## src/rtl/alu_pkg.sv

```systemverilog
package alu_pkg;

   typedef enum logic [2:0] {
      ALU_AND = 3'b000,
      ALU_OR  = 3'b001,
      ALU_ADD = 3'b010,
      ALU_SUB = 3'b110,
      ALU_SLT = 3'b111
   } alu_op_e;

   localparam logic [1:0] CLS_MEM    = 2'b00;
   localparam logic [1:0] CLS_BRANCH = 2'b01;
   localparam logic [1:0] CLS_REG    = 2'b10;

   localparam logic [5:0] FN_ADD = 6'b100000;
   localparam logic [5:0] FN_SUB = 6'b100010;
   localparam logic [5:0] FN_AND = 6'b100100;
   localparam logic [5:0] FN_OR  = 6'b100101;
   localparam logic [5:0] FN_SLT = 6'b101010;

   localparam int DEC_TABLE = 0;
   localparam int DEC_GATES = 1;

endpackage

```

## src/rtl/alu_ctrl_dec.sv

```systemverilog
module alu_ctrl_dec
   import alu_pkg::*;
#(
   parameter int DECODE_STYLE = DEC_TABLE
) (
   input  logic [1:0] aluop_i,
   input  logic [5:0] funct_i,
   output logic [2:0] op_o
);

   generate
      if (DECODE_STYLE != DEC_TABLE && DECODE_STYLE != DEC_GATES) begin : g_bad_style
         $error("alu_ctrl_dec: DECODE_STYLE must be 0 or 1");
      end

      if (DECODE_STYLE == DEC_GATES) begin : g_gates
         // Minimized equations, specified only for legal inputs
         assign op_o[2] = aluop_i[0] | (aluop_i[1] & funct_i[1]);
         assign op_o[1] = ~(aluop_i[1] & funct_i[2]);
         assign op_o[0] = aluop_i[1] & (funct_i[3] | funct_i[0]);
      end else begin : g_table
         alu_op_e sel;
         always_comb begin
            sel = ALU_ADD;
            case (aluop_i)
               CLS_MEM:    sel = ALU_ADD;
               CLS_BRANCH: sel = ALU_SUB;
               CLS_REG: begin
                  case (funct_i)
                     FN_ADD:  sel = ALU_ADD;
                     FN_SUB:  sel = ALU_SUB;
                     FN_AND:  sel = ALU_AND;
                     FN_OR:   sel = ALU_OR;
                     FN_SLT:  sel = ALU_SLT;
                     default: sel = ALU_ADD;
                  endcase
               end
               default:    sel = ALU_ADD;
            endcase
         end
         assign op_o = sel;
      end
   endgenerate

endmodule

```

## src/rtl/alu_zero_det.sv

```systemverilog
module alu_zero_det #(
   parameter int WIDTH = 32,
   parameter int GROUP = 4
) (
   input  logic [WIDTH-1:0] data_i,
   output logic             zero_o
);

   localparam int NGRP  = (WIDTH + GROUP - 1) / GROUP;
   localparam int PADW  = NGRP * GROUP;

   logic [PADW-1:0] padded;
   logic [NGRP-1:0] grp_any;

   generate
      if (GROUP < 1) begin : g_bad_group
         $error("alu_zero_det: GROUP must be at least 1");
      end

      if (PADW == WIDTH) begin : g_exact
         assign padded = data_i;
      end else begin : g_pad
         assign padded = {{(PADW-WIDTH){1'b0}}, data_i};
      end

      for (genvar g = 0; g < NGRP; g++) begin : g_grp
         assign grp_any[g] = |padded[g*GROUP +: GROUP];
      end
   endgenerate

   assign zero_o = ~(|grp_any);

endmodule

```

## src/rtl/alu_core.sv

```systemverilog
module alu_core #(
   parameter int WIDTH = 32
) (
   input  logic [2:0]       op_i,
   input  logic [WIDTH-1:0] a_i,
   input  logic [WIDTH-1:0] b_i,
   output logic [WIDTH-1:0] y_o
);

   localparam int MSB = WIDTH - 1;

   logic             negate;
   logic [WIDTH-1:0] b_eff;
   logic [WIDTH-1:0] sum;
   logic             ovf;
   logic             less;

   // op[2] selects subtract: invert B and inject a carry
   assign negate = op_i[2];
   assign b_eff  = negate ? ~b_i : b_i;
   assign sum    = a_i + b_eff + {{(WIDTH-1){1'b0}}, negate};

   // Signed overflow of the shared adder corrects the sign for less-than
   assign ovf  = (a_i[MSB] == b_eff[MSB]) && (sum[MSB] != a_i[MSB]);
   assign less = sum[MSB] ^ ovf;

   always_comb begin
      case (op_i[1:0])
         2'b00:   y_o = a_i & b_i;
         2'b01:   y_o = a_i | b_i;
         2'b10:   y_o = sum;
         default: y_o = {{(WIDTH-1){1'b0}}, less};
      endcase
   end

endmodule

```

## src/rtl/alu_unit.sv

```systemverilog
module alu_unit
   import alu_pkg::*;
#(
   parameter int WIDTH        = 32,
   parameter int DECODE_STYLE = DEC_TABLE,
   parameter int ZERO_GROUP   = 4
) (
   input  logic [1:0]       aluop_i,
   input  logic [5:0]       funct_i,
   input  logic [WIDTH-1:0] src_a_i,
   input  logic [WIDTH-1:0] src_b_i,
   output logic [WIDTH-1:0] result_o,
   output logic             zero_o,
   output logic [2:0]       op_sel_o
);

   generate
      if (WIDTH < 2) begin : g_bad_width
         $error("alu_unit: WIDTH must be at least 2");
      end
   endgenerate

   logic [2:0]       op_sel;
   logic [WIDTH-1:0] result;

   alu_ctrl_dec #(
      .DECODE_STYLE(DECODE_STYLE)
   ) u_dec (
      .aluop_i(aluop_i),
      .funct_i(funct_i),
      .op_o   (op_sel)
   );

   alu_core #(
      .WIDTH(WIDTH)
   ) u_core (
      .op_i(op_sel),
      .a_i (src_a_i),
      .b_i (src_b_i),
      .y_o (result)
   );

   alu_zero_det #(
      .WIDTH(WIDTH),
      .GROUP(ZERO_GROUP)
   ) u_zero (
      .data_i(result),
      .zero_o(zero_o)
   );

   assign result_o = result;
   assign op_sel_o = op_sel;

endmodule

```

## config.mk

```make
export PLATFORM = sky130hd
export DESIGN_NAME = alu_unit
export DESIGN_NICKNAME = d
export VERILOG_FILES = /design/src/rtl/alu_pkg.sv /design/src/rtl/alu_ctrl_dec.sv /design/src/rtl/alu_zero_det.sv /design/src/rtl/alu_core.sv /design/src/rtl/alu_unit.sv
export SDC_FILE = /design/constraint.sdc
export NUM_CORES = 1
export LEC_CHECK = 0
export CAP_MARGIN = 5
export CORE_ASPECT_RATIO = 0.9
export CORE_MARGIN = 2
export CORE_UTILIZATION = 45
export DETAILED_ROUTE_END_ITERATION = 10
export GPL_TIMING_DRIVEN = 0
export PLACE_DENSITY = 0.79
export SYNTH_ARGS = -nofsm -noshare
export SYNTH_HDL_FRONTEND = slang
export SYNTH_HIERARCHICAL = 1
export SYNTH_SLANG_ARGS = --single-unit
```

## constraint.sdc

```tcl
create_clock -name vclk -period 22
set_clock_uncertainty 0.2 [all_clocks]
set_input_delay 5.5 -clock vclk [all_inputs]
set_output_delay 5.5 -clock vclk [all_outputs]
set_load 0.005 [all_outputs]
```

---- Word level (Yosys, flattened, before mapping) ----
Cells that the tools add are included.
Widths: inputs -> output; s select.
word-level totals
  logic and storage cells ................. 24
  output and inout port bits .............. 36
  flip-flop bits (word level) ............. 0
operators by class
  multiplexer cells ....................... 4
  bitwise gates (word level) .............. 5
  eq/ne operators ......................... 10
  $add $sub $neg .......................... 2
  reduce and logical (&&, ||, !) cells .... 3
operator list
  cell                number
  $pmux 32 s3         1
  $add 32x1->32       1
  $add 32x32->32      1
  $and 32x32->32      1
  $mux 32             1
  $not 32->32         1
  $or 32x32->32       1
  $reduce_or 32->1    1
  $eq 6x6->1 const B  4
  $pmux 3 s4          1
  $pmux 3 s2          1
  $eq 2x1->1 const B  2
  $eq 2x2->1 const B  2
  $logic_not 2->1     1
  $eq 1x1->1          1
  $logic_and 1x1->1   1
  $ne 1x1->1          1
  $not 1->1           1
  $xor 1x1->1         1

---- Logic depth before layout (Yosys ltp) ----
Gate-level depths: netlist (run 1).
  depth in word-level cells ............... 12
  depth in mapped cells ................... 20

---- By module ----
The synthesis (run 1) kept the hierarchy.
by module, submodules not included
  module        instances  area each (µm²)  cells an instance
  alu_core      1          2990.4           437
  alu_ctrl_dec  1          118.9            15
  alu_zero_det  1          72.6             11

---- Worst setup path after synthesis (run 1) ----
Ideal clock, no wire load.
  path kind ............................... in2out
  start point ............................. in aluop_i[0]
  end point ............................... out zero_o
  arrival time ............................ 9.364 ns
  setup slack ............................. 6.936 ns
  cell stages on the path ................. 20
  buffers on the path ..................... 2
  required time ........................... 16.300 ns
  cells stage by stage .................... inv_1 ha_1 nand4bb_1 o22ai_1 buf_6 clkbuf_1 xor2_1 inv_1 fa_1 nor2b_1 o21bai_1 a21boi_1 nor2_1 or2_2 o21ai_1 xor2_1 a31o_2 nor4_1 nand4_1 nor2_1
on the way
  elaborated cells on any way between the ends .. 16
  those cells by class .................... add/sub: 2; eq/ne: 6; mux: 3; bitwise: 2; reduce/logical: 3
RTL lines
  what                                             RTL line            source
  from (decl)                                      alu_unit.sv:8       input logic [1:0] aluop_i,
  $eq 2x2->1 / $eq 2x1->1 (equally long branches)  alu_ctrl_dec.sv:25  case (aluop_i)
  $pmux 3 s2 (*)                                   alu_ctrl_dec.sv:25
  named net op_sel_o[2]                            alu_unit.sv:14      output logic [2:0] op_sel_o
  $mux 32                                          alu_core.sv:20      assign b_eff = negate ? ~b_i : b_i;
  $add 32x32->32                                   alu_core.sv:21      assign sum = a_i + b_eff + {{(WIDTH-1){1'b0}}, negate};
  $add 32x1->32 (*)                                alu_core.sv:21
  $pmux 32 s3 (*)                                  alu_core.sv:28      case (op_i[1:0])
  named net result_o[10]                           alu_unit.sv:12      output logic [WIDTH-1:0] result_o,
  $reduce_or 32->1 (*)                             alu_zero_det.sv:31  assign zero_o = ~(|grp_any);
  $not 1->1 (*)                                    alu_zero_det.sv:31
  to (decl)                                        alu_unit.sv:13      output logic zero_o,
The timed path passes the listed nets; every way through them passes the cells marked *.

---- Final worst setup path (run 1) ----
  start point ............................. in aluop_i[0]
  end point ............................... out zero_o
on the way
  cells in the longest elaborated chain, start to end .. 11
  elaborated cells on any way between the ends .. 16
  those cells by class .................... add/sub: 2; eq/ne: 6; mux: 3; bitwise: 2; reduce/logical: 3
ends and longest elaborated chain
  what                                             RTL line            source
  $eq 2x2->1 / $eq 2x1->1 (equally long branches)  alu_ctrl_dec.sv:25
  $pmux 3 s2 (*)                                   alu_ctrl_dec.sv:25
  $mux 32                                          alu_core.sv:20
  $add 32x32->32                                   alu_core.sv:21
  $add 32x1->32                                    alu_core.sv:21
  $ne 1x1->1                                       alu_core.sv:24      assign ovf = (a_i[MSB] == b_eff[MSB]) && (sum[MSB] != a_i[MSB]);
  $logic_and 1x1->1                                alu_core.sv:24
  $xor 1x1->1                                      alu_core.sv:25      assign less = sum[MSB] ^ ovf;
  $pmux 32 s3 (*)                                  alu_core.sv:28
  $reduce_or 32->1 (*)                             alu_zero_det.sv:31
  $not 1->1 (*)                                    alu_zero_det.sv:31
Mark *: on every way between the ends. The rest lies on a longest branch, timed or not.

==> impl_results.md, run 1 <==
- Syn. warnings: 6
- Setup crit start kind: primary input
- Total Neg Setup Slack: 0 ns
- Setup violators final: 0
- Sequential cell area: 0 um2
- Vias/cell: 6.03
- Share of layout cells above drive strength 1: 6.13%
- Port Buffers: 108
- Die area: 0.00776 mm2
- WP depth: 21
- DRT Pass-1 Iters: 6
- CP top delay family: buffers and inverters
- Post-CTS resize count: 0
- Flip-flop and latch count: 0
- CTS Hold Bufs: 0
- Diode count: 0
- Worst Max-Slew Pin Slew: 1.02 ns
- Vias: 4001
- DRT Wirelength: approximately 12000 um
- Hold Slack: 11.86 ns
- Status: complete, no violations
- Max Slew Vio Count: 0
- Crit Path Max Fanout: 10
- RSZ-0062 raised after global routing: no
- WL per Instance: 17.9 um
- Worst min path class: in -> out
- First-pass GRT wire length: 18800 um
- Cell count after synthesis: 463
- DRC Markers: 0
- Crit-path slowest cell: clkbuf_1
- CP max stage delay: 0.69 ns
- Die width: roughly 93 um
- WP data arrival: approximately 12 ns
- Tot GR Track Use: 29.4%
- Initial antenna violation count: 0
- Gpl congestion: 0.884
- Post-DRT Antenna Nets: 0
- CLK BUF: 0
- PD cells: ~44 mW/mm2
- Grt total ovfl: 0
- Fmax: between 50 and 60 MHz
- Worst path required time: 16.30 ns
- Die H: 83.8 um
- Crit path cell chain: clkdlybuf4s50_1 > inv_1 > ha_1 > nand4bb_1 > o22ai_1 > buf_6 > clkbuf_1 > xor2_1 > ha_1 > a21oi_1 > o21ai_0 > or4b_1 > o21ai_2 > o211ai_1 > o21ai_1 > xor2_1 > o22ai_1 > nor4_1 > nand4_1 > nor2_1 > clkdlybuf4s50_1
- DRT iter0 DRCs: 204
- Fin nets: about 680
- Synthesized area: 0.00318 mm2
- Max-slew headroom: 32.1%
- Multi-input gate area: 0.00298 mm2
- Final min period: 17.22 ns
- Num ports: around 110
- Final Hold Fails: 0
- CP Capture Type: output pin
- Initial Utilization: 45.7%
- Leakage: 1.80 nW
- Rows: 29
- Final worst-path cycle share: 78.3%
- Count of cell types in the netlist: 66
- DP HPWL: 9470 um
- Peak VDD IR: 0.0000225 V
- Seq/Total Area, Yosys: 0%
- Number of global-route vias before repair: 3820
- Largest net degree at the start of global routing: 11
- Number of setup buffers added after CTS: 0
- Worst setup path class: in -> out
- CP bufs+invs: 5
- Fillcell total: around 670
- Syn nets: 574
- Syn Area/Cell: 6.87 um2
- Area grow syn2layout: 37.6%
- Max_cap viols: 0
- Hold depth: 4
- Core Footprint: 0.00697 mm2
==> layout make-up <==
cell class,instances,area share (%)
timing repair buffer,108,24.7
buffer,23,3.51
multi-input combinational,428,68.1
tap,93,2.66
inverter,12,1.03
==> worst min-delay path, cell delays in order <==
cell,delay (ns)
clkdlybuf4s50_1,0.41
nand4bb_1,0.13
a21oi_1,0.07
clkdlybuf4s50_1,0.44
==> routing by layer <==
layer	up-vias	routed length, um	track usage, %
li1	1947	-	-
met1	1864	5440	42.6
met2	180	5320	49.6
met3	10	1000	1.36
met4	0	109	3.07
met5	-	0	0
==> cells by family (layout without fill, tap and decap cells) <==
group / count (synthesis) / after routing / share of synthesized area (%)
AOI/OAI and AO/OA: 183 / 183 / 37.9
xor gates and xnor gates: 60 / 60 / 16.5
adders and majority gates: 40 / 40 / 15.9
buffers and inverters: 35 / 143 / 6.25
muxes: 3 / 3 / 1.10
and+or+nand+nor: 142 / 142 / 22.4
==> worst paths after layout <==
| path | start | end | slack (ns) |
|---|---|---|---|
| worst max-delay path | aluop_i[0] | zero_o | 4.78 |
| worst min-delay path | funct_i[5] | op_sel_o[0] | 11.86 |
==> Yosys cell counts, types with 4 or more instances <==
cell      number  area, um2
a21o_1        13       97.6
a21oi_1       63        315
a31o_2         7       61.3
and3_1         4       25.0
buf_6          4       45.0
clkbuf_1      13       48.8
ha_1          38        475
inv_1         11       41.3
nand2_1       43        161
nand3_1        4       20.0
nand4_1        9       56.3
nor2_1        40        150
nor3_1         9       45.0
nor4_1         8       50.1
o211ai_1       4       30.0
o21a_1        12       90.1
o21ai_0       23        115
o21bai_1       4       30.0
o22ai_1       23        144
xnor2_1       17        149
xor2_1        43        377
==> layout by cell type, fill, tap and decap left out, drive strengths merged, types with 4 or more instances in the layout <==
cell	count
clkdlybuf4s50	108
a21oi	64
xor2	43
nand2	43
nor2	40
ha	38
o21ai	27
o22ai	23
xnor2	17
clkbuf	16
a21o	16
o21a	12
inv	11
nand4	9
nor3	9
nor4	9
a31o	8
buf	7
o211ai	6
o21bai	4
and3	4
nand3	4
a211oi	4
or2	4
==> where the power goes <==
part           leakage (nW)  internal (mW)  switching [mW]
clock                     0              0               0
combinational          1.80         0.0951          0.0955
sequential                0              0               0
==> per-stage QoR <==
stage                     std cells  cell area [um2]  power (mW)  utilization, %  worst slack [ns]
after global routing            664             4380       0.205            62.9              4.54
after detailed placement        664             4380       0.186            62.9              4.92
after global placement          664             4380       0.186            62.9              4.89
final                           664             4380       0.191            62.9              4.78
after CTS                       664             4380       0.188            62.9              4.88
after floorplan                 463             3180       0.109               -              6.94
Power figures use the tool's default switching activity.
==> run 2, diff against run 1 <==
--- a/config.mk
+++ b/config.mk
@@ -8,10 +8,10 @@
 export CAP_MARGIN = 5
 export CORE_ASPECT_RATIO = 0.9
 export CORE_MARGIN = 2
-export CORE_UTILIZATION = 45
+export CORE_UTILIZATION = 44
 export DETAILED_ROUTE_END_ITERATION = 10
 export GPL_TIMING_DRIVEN = 0
-export PLACE_DENSITY = 0.79
+export PLACE_DENSITY = 0.81
 export SYNTH_ARGS = -nofsm -noshare
 export SYNTH_HDL_FRONTEND = slang
 export SYNTH_HIERARCHICAL = 1
==> constraint.sdc (replaced) <==
create_clock -name vclk -period 15
set_clock_uncertainty 0.2 [all_clocks]
set_input_delay 3.75 -clock vclk [all_inputs]
set_output_delay 3.75 -clock vclk [all_outputs]
set_load 0.005 [all_outputs]
==> run 2 against run 1 <==
Via count about the same. Worst setup slack worse by 3.5 ns. First-iteration DRC count up 6.9%. Critical path depth up 1. Sequential share of layout area unchanged. Combinational power up 46%. Cell area unchanged. Global-route usage down 1.1 points. Die area up 2.2%. Utilization down 0.65 points. Critical endpoint unchanged.
==> impl_results.md, run 2 (synthesized netlist as in run 1, its figures left out) <==
- Gpl congestion: 0.890 (+0.64%)
- Final Power: 278 uW (+46%)
- Setup violators final: 0 (unchanged)
- DP HPWL: 9580 um (+1.1%)
- Initial antenna violation count: 0 (unchanged)
- Util after Layout: 62.2% (-0.65 points)
- Die width: 93.6 um (+1.1%)
- WP data arrival: 9.81 ns (-1.71 ns)
- DRT Pass-1 Iters: 4 (-2)
- Number of setup buffers added after CTS: 0 (unchanged)
- Layer with the highest usage: met2
- Share of layout cells above drive strength 1: 6.13% (unchanged)
- Area grow syn2layout: 37.6% (unchanged)
- Setup crit start kind: primary input
- Crit path cell chain: clkdlybuf4s50_1 > inv_1 > ha_1 > nand4bb_1 > o22ai_1 > buf_6 > clkbuf_1 > xor2_1 > inv_1 > fa_1 > nor2b_1 > o21bai_1 > a21boi_1 > o2111ai_1 > nand2_1 > a21oi_1 > xnor2_1 > a31o_2 > nor4_1 > nand4_1 > nor2_1 > clkdlybuf4s50_1
- Fin nets: 684 (unchanged)
- Final Hold Fails: 0 (unchanged)
- Num ports: 108 (unchanged)
- Vias: 4000 (-0.025%)
- Met3 Use GR: 1.44% (+0.081 points)
- Fillcell total: 660 (-1.6%)
- Number of global-route vias before repair: 3802 (-0.47%)
- Initial Utilization: 45.2% (-0.47 points)
- Hold Path Origin: funct_i[5]
- Met2 Usage GRT: 49.4% (-0.19 points)
- CP max stage delay: 0.72 ns (+0.03 ns)
- Worst path required time: 11.05 ns (-5.25 ns)
- Fmax: 72.7 MHz
- WL per Instance: 17.9 um (+0.32%)
- CLK BUF: 0 (unchanged)
- Max-slew headroom: 36.3% (+4.2 points)
- Final min period: 13.76 ns
- Met1 usage: 39.0% (-3.7 points)
- CTS Hold Bufs: 0 (unchanged)
- Final worst-path cycle share: 91.7%
- Hold depth: 4 (unchanged)
- Worst Max-Slew Pin Slew: 0.955 ns (-0.0636 ns)
- Flip-flop and latch count: 0 (unchanged)
- PD cells: 63.4 mW/mm2 (+46%)
- DRT Wirelength: 11900 um (+0.32%)
- DP Area: 0.00438 mm2 (unchanged)
- Diode count: 0 (unchanged)
- Core Footprint: 0.00704 mm2 (+1.0%)
- Tot GR Track Use: 28.3% (-1.1 points)
- CP Capture Type: output pin
- DRT iter0 DRCs: 218 (+6.9%)
- Crit-path slowest cell: clkbuf_1
- Post-DRT Antenna Nets: 0 (unchanged)
- Leakage: 1.80 nW (unchanged)
- First-pass GRT wire length: 18400 um (-2.1%)
- Largest net degree at the start of global routing: 11 (unchanged)
- Sequential cell area: 0 um2 (unchanged)
- Max_cap viols: 0 (unchanged)
- Grt total ovfl: 0 (unchanged)
- Post-CTS resize count: 0 (unchanged)
- Hold endpoint: op_sel_o[0]
- Peak VDD IR: 0.0000360 V (+60%)
- Status: complete, no violations
- Crit Path Max Fanout: 10 (unchanged)
- DRC Markers: 0 (unchanged)
- Max Slew Vio Count: 0 (unchanged)
- Worst min path class: in -> out
- Final instance area: 0.00438 mm2 (unchanged)
- RSZ-0062 raised after global routing: no
- Die area: 0.00793 mm2 (+2.2%)
- Vias/cell: 6.02 (about the same)
- Port Buffers: 108 (unchanged)
- Most frequent cells in the layout: clkdlybuf4s50_1, a21oi_1, xor2_1, nand2_1, nor2_1
- Die H: 84.7 um (+1.1%)
- Total Neg Setup Slack: 0 ns (unchanged)
- Worst setup path class: in -> out
- Most common cell after layout, fill and taps aside: clkdlybuf4s50_1
- Rows: 29 (unchanged)
run 2: cell counts in the layout (fill, tap and decap cells not counted):
Identical to the previous run, type by type.
run 2: area by class of cell:
class                           count  area [um2]  area share (%)
Timing Repair Buffer              108        1080            24.7
Buffer                             23         154            3.51
Inverter                           12        45.0            1.03
Multi-Input combinational cell    428        2980            68.1
Tap cell                           93         116            2.66
run 2: worst max-delay path by stage:
stage / endpoint / cells past startpoint / start / slack, ns
floorplan: zero_o / 20 / aluop_i[0] / 3.44
global placement: zero_o / 22 / aluop_i[0] / 1.43
detailed placement: zero_o / 22 / aluop_i[0] / 1.37
CTS: zero_o / 22 / aluop_i[0] / 1.34
global route: zero_o / 22 / aluop_i[0] / 0.98
finish: zero_o / 22 / aluop_i[0] / 1.24
run 2: where the power goes:
part	total, mW	switching, mW	internal, mW	leakage (nW)
registers	0	0	0	0
logic	0.278	0.138	0.139	1.80
clock network	0	0	0	0
run 2: routing by layer:
layer | wire [um] | vias up | part of all wire (%)
met5 | 0 | - | 0
met4 | 155 | 0 | 1.3
met3 | 796 | 16 | 6.7
met2 | 5520 | 168 | 46
met1 | 5440 | 1860 | 46
li1 | - | 1956 | -
run 2: per-stage QoR:
stage / worst slack [ns] / instances / hold slack, ns
final: 1.24 / 664 / 8.41
after global routing: 0.981 / 664 / 8.46
after CTS: 1.34 / 664 / 8.40
after detailed placement: 1.37 / 664 / 8.39
after global placement: 1.43 / 664 / 8.35
after floorplan: 3.44 / 463 / 7.39
run 2: critical path, delay by kind of cell:
family                     cells  cell delay (ns)
buffers and inverters          6             2.05
and+or+nand+nor                6             1.48
AOI/OAI and AO/OA              6             1.36
adders and majority gates      2             0.77
xor gates and xnor gates       2             0.40
==> run 3, diff against run 2 <==
--- a/config.mk
+++ b/config.mk
@@ -8,10 +8,10 @@
 export CAP_MARGIN = 5
 export CORE_ASPECT_RATIO = 0.9
 export CORE_MARGIN = 2
-export CORE_UTILIZATION = 44
+export CORE_UTILIZATION = 45
 export DETAILED_ROUTE_END_ITERATION = 10
+export DONT_BUFFER_PORTS = 1
 export GPL_TIMING_DRIVEN = 0
-export PLACE_DENSITY = 0.81
 export SYNTH_ARGS = -nofsm -noshare
 export SYNTH_HDL_FRONTEND = slang
 export SYNTH_HIERARCHICAL = 1
==> run 3 against run 2 <==
Critical path type unchanged. Non-clock buffer count decreased by 108. Clock-buffer cell count stayed put. Total power decreased by 27%.
==> impl_results.md, run 3 (synthesized netlist as in run 1, its figures left out) <==
- Grt total ovfl: 0 (unchanged)
- Max Slew Vio Count: 0 (unchanged)
- Max_cap viols: 0 (unchanged)
- Peak VDD IR: 0.0000233 V (-35%)
- Switching part of the total: 59.6% (+9.8 points)
- Total Neg Setup Slack: 0 ns (unchanged)
- Most frequent cells in the layout: a21oi_1, xor2_1, nand2_1, nor2_1, ha_1
- Fin nets: 576 (-16%)
- Setup violators final: 0 (unchanged)
- Post-CTS resize count: 0 (unchanged)
- Fmax: 78.6 MHz (+8.2%)
- Die H: 83.8 um (-1.1%)
- Pre-CTS WS: 2.39 ns (+1.02 ns)
- Post-route setup slack: 2.29 ns (+1.04 ns)
- Die width: 92.6 um (-1.1%)
- Worst Max-Slew Pin Slew: 0.903 ns (-0.0518 ns)
- Share of layout cells above drive strength 1: 7.56% (+1.4 points)
- Final min period: 12.71 ns (-1.04 ns)
- PD cells: 61.8 mW/mm2 (-2.5%)
- CLK BUF: 0 (unchanged)
- Number of setup buffers added after CTS: 0 (unchanged)
- Worst min path class: in -> out
- Clock power frac: 0% (unchanged)
- Worst path required time: 11.05 ns (about the same)
- Gpl congestion: 0.902 (+1.3%)
- WL per Instance: 19.2 um (+7.1%)
- First-pass GRT wire length: 16900 um (-8.1%)
- RSZ-0062 raised after global routing: no
- CTS Hold Bufs: 0 (unchanged)
- Final worst-path cycle share: 84.8% (-6.9 points)
- Int Pwr: 82.3 uW (-41%)
- Crit Path Max Fanout: 10 (unchanged)
- Worst setup path class: in -> out
- Hold depth: 1 (-3)
- Final Hold Fails: 0 (unchanged)
- Area grow syn2layout: 3.66%
- Final instance area: 0.00330 mm2 (-25%)
- Sequential cell area: 0 um2 (unchanged)
- Die area: 0.00776 mm2 (-2.1%)
- Leakage: 1.38 nW (-23%)
- Final Power: 204 uW (-27%)
- Status: complete, no violations
- DRT Pass-1 Iters: 5 (+1)
- Flip-flop and latch count: 0 (unchanged)
- Number of global-route vias before repair: 3404 (-10%)
- Post-DRT Antenna Nets: 0 (unchanged)
- DRT Wirelength: 10700 um (-10%)
- Port Buffers: 0 (-100%)
- Diode count: 0 (unchanged)
- Core Footprint: 0.00697 mm2 (-1.0%)
- Vias/cell: 6.32 (+4.9%)
- DP HPWL: 8730 um (-8.8%)
- Combinational group share of total power: 100.0% (about the same)
- Vias: 3512 (-12%)
- Tot GR Track Use: 26.6% (-1.7 points)
- Most common cell after layout, fill and taps aside: a21oi_1
- Setup crit start kind: primary input
- WP data arrival: 8.76 ns (-1.05 ns)
- Initial Utilization: 45.7% (+0.47 points)
- Power share of the sequential group: 0% (unchanged)
- DRC Markers: 0 (unchanged)
- DRT iter0 DRCs: 167 (-23%)
- NetSw: 121 uW (-12%)
- Rows: 29 (unchanged)
- Max-slew headroom: 39.8% (+3.5 points)
- Fillcell total: 761 (+15%)
- Largest net degree at the start of global routing: 11 (unchanged)
- Initial antenna violation count: 0 (unchanged)
- CP Capture Type: output pin
- Num ports: 108 (unchanged)
- DP Area: 0.00330 mm2 (-25%)
[run 3: cell types whose count changed in the layout (fill, tap and decap cells not counted)]
| cell | previous run | this run |
|---|---|---|
| clkdlybuf4s50_1 | 108 | 0 |
[run 3: path summary, 6_finish.rpt]
path | from | to | slack [ns]
worst max-delay path | aluop_i[0] | zero_o | 2.29
worst min-delay path | funct_i[2] | op_sel_o[1] | 7.41
[run 3: power groups by stage]
stage,Combinational [mW],Clock (mW),Sequential [mW]
floorplan,0.160,0,0
global placement,0.199,0,0
detailed placement,0.199,0,0
CTS,0.201,0,0
global route,0.223,0,0
finish,0.204,0,0
[run 3: critical path, cell delays in order]
cell	delay, ns
inv_1	0.02
ha_1	0.32
nand4bb_1	0.23
o22ai_1	0.28
buf_6	0.19
clkbuf_1	0.66
xor2_1	0.24
inv_1	0.09
fa_1	0.45
nor2b_1	0.20
o21bai_1	0.10
a21boi_1	0.33
o2111ai_1	0.23
nand2_1	0.24
a21oi_1	0.11
xnor2_1	0.16
a31o_2	0.28
nor4_1	0.48
nand4_1	0.17
nor2_1	0.23
[run 3: per-layer routing]
layer / track usage (%) / wire [um]
met3: 2.89 / 993
met5: 0 / 0
met4: 0.936 / 27
met1: 38.5 / 4780
met2: 44.7 / 4870
[run 3: final cells by class]
| class | count | area (um2) | share of cell area (%) |
|---|---|---|---|
| Inverter | 12 | 45.0 | 1.37 |
| Buffer | 23 | 154 | 4.67 |
| Multi-Input combinational cell | 428 | 2980 | 90.4 |
| Tap cell | 93 | 116 | 3.53 |
[run 3: through the flow]
stage	utilization, %	hold slack (ns)	instances
6_report	47.3	7.41	556
4_1_cts	47.3	7.42	556
3_3_place_gp	47.3	7.42	556
2_1_floorplan	-	7.39	463
3_5_place_dp	47.3	7.41	556
5_1_grt	47.3	7.43	556
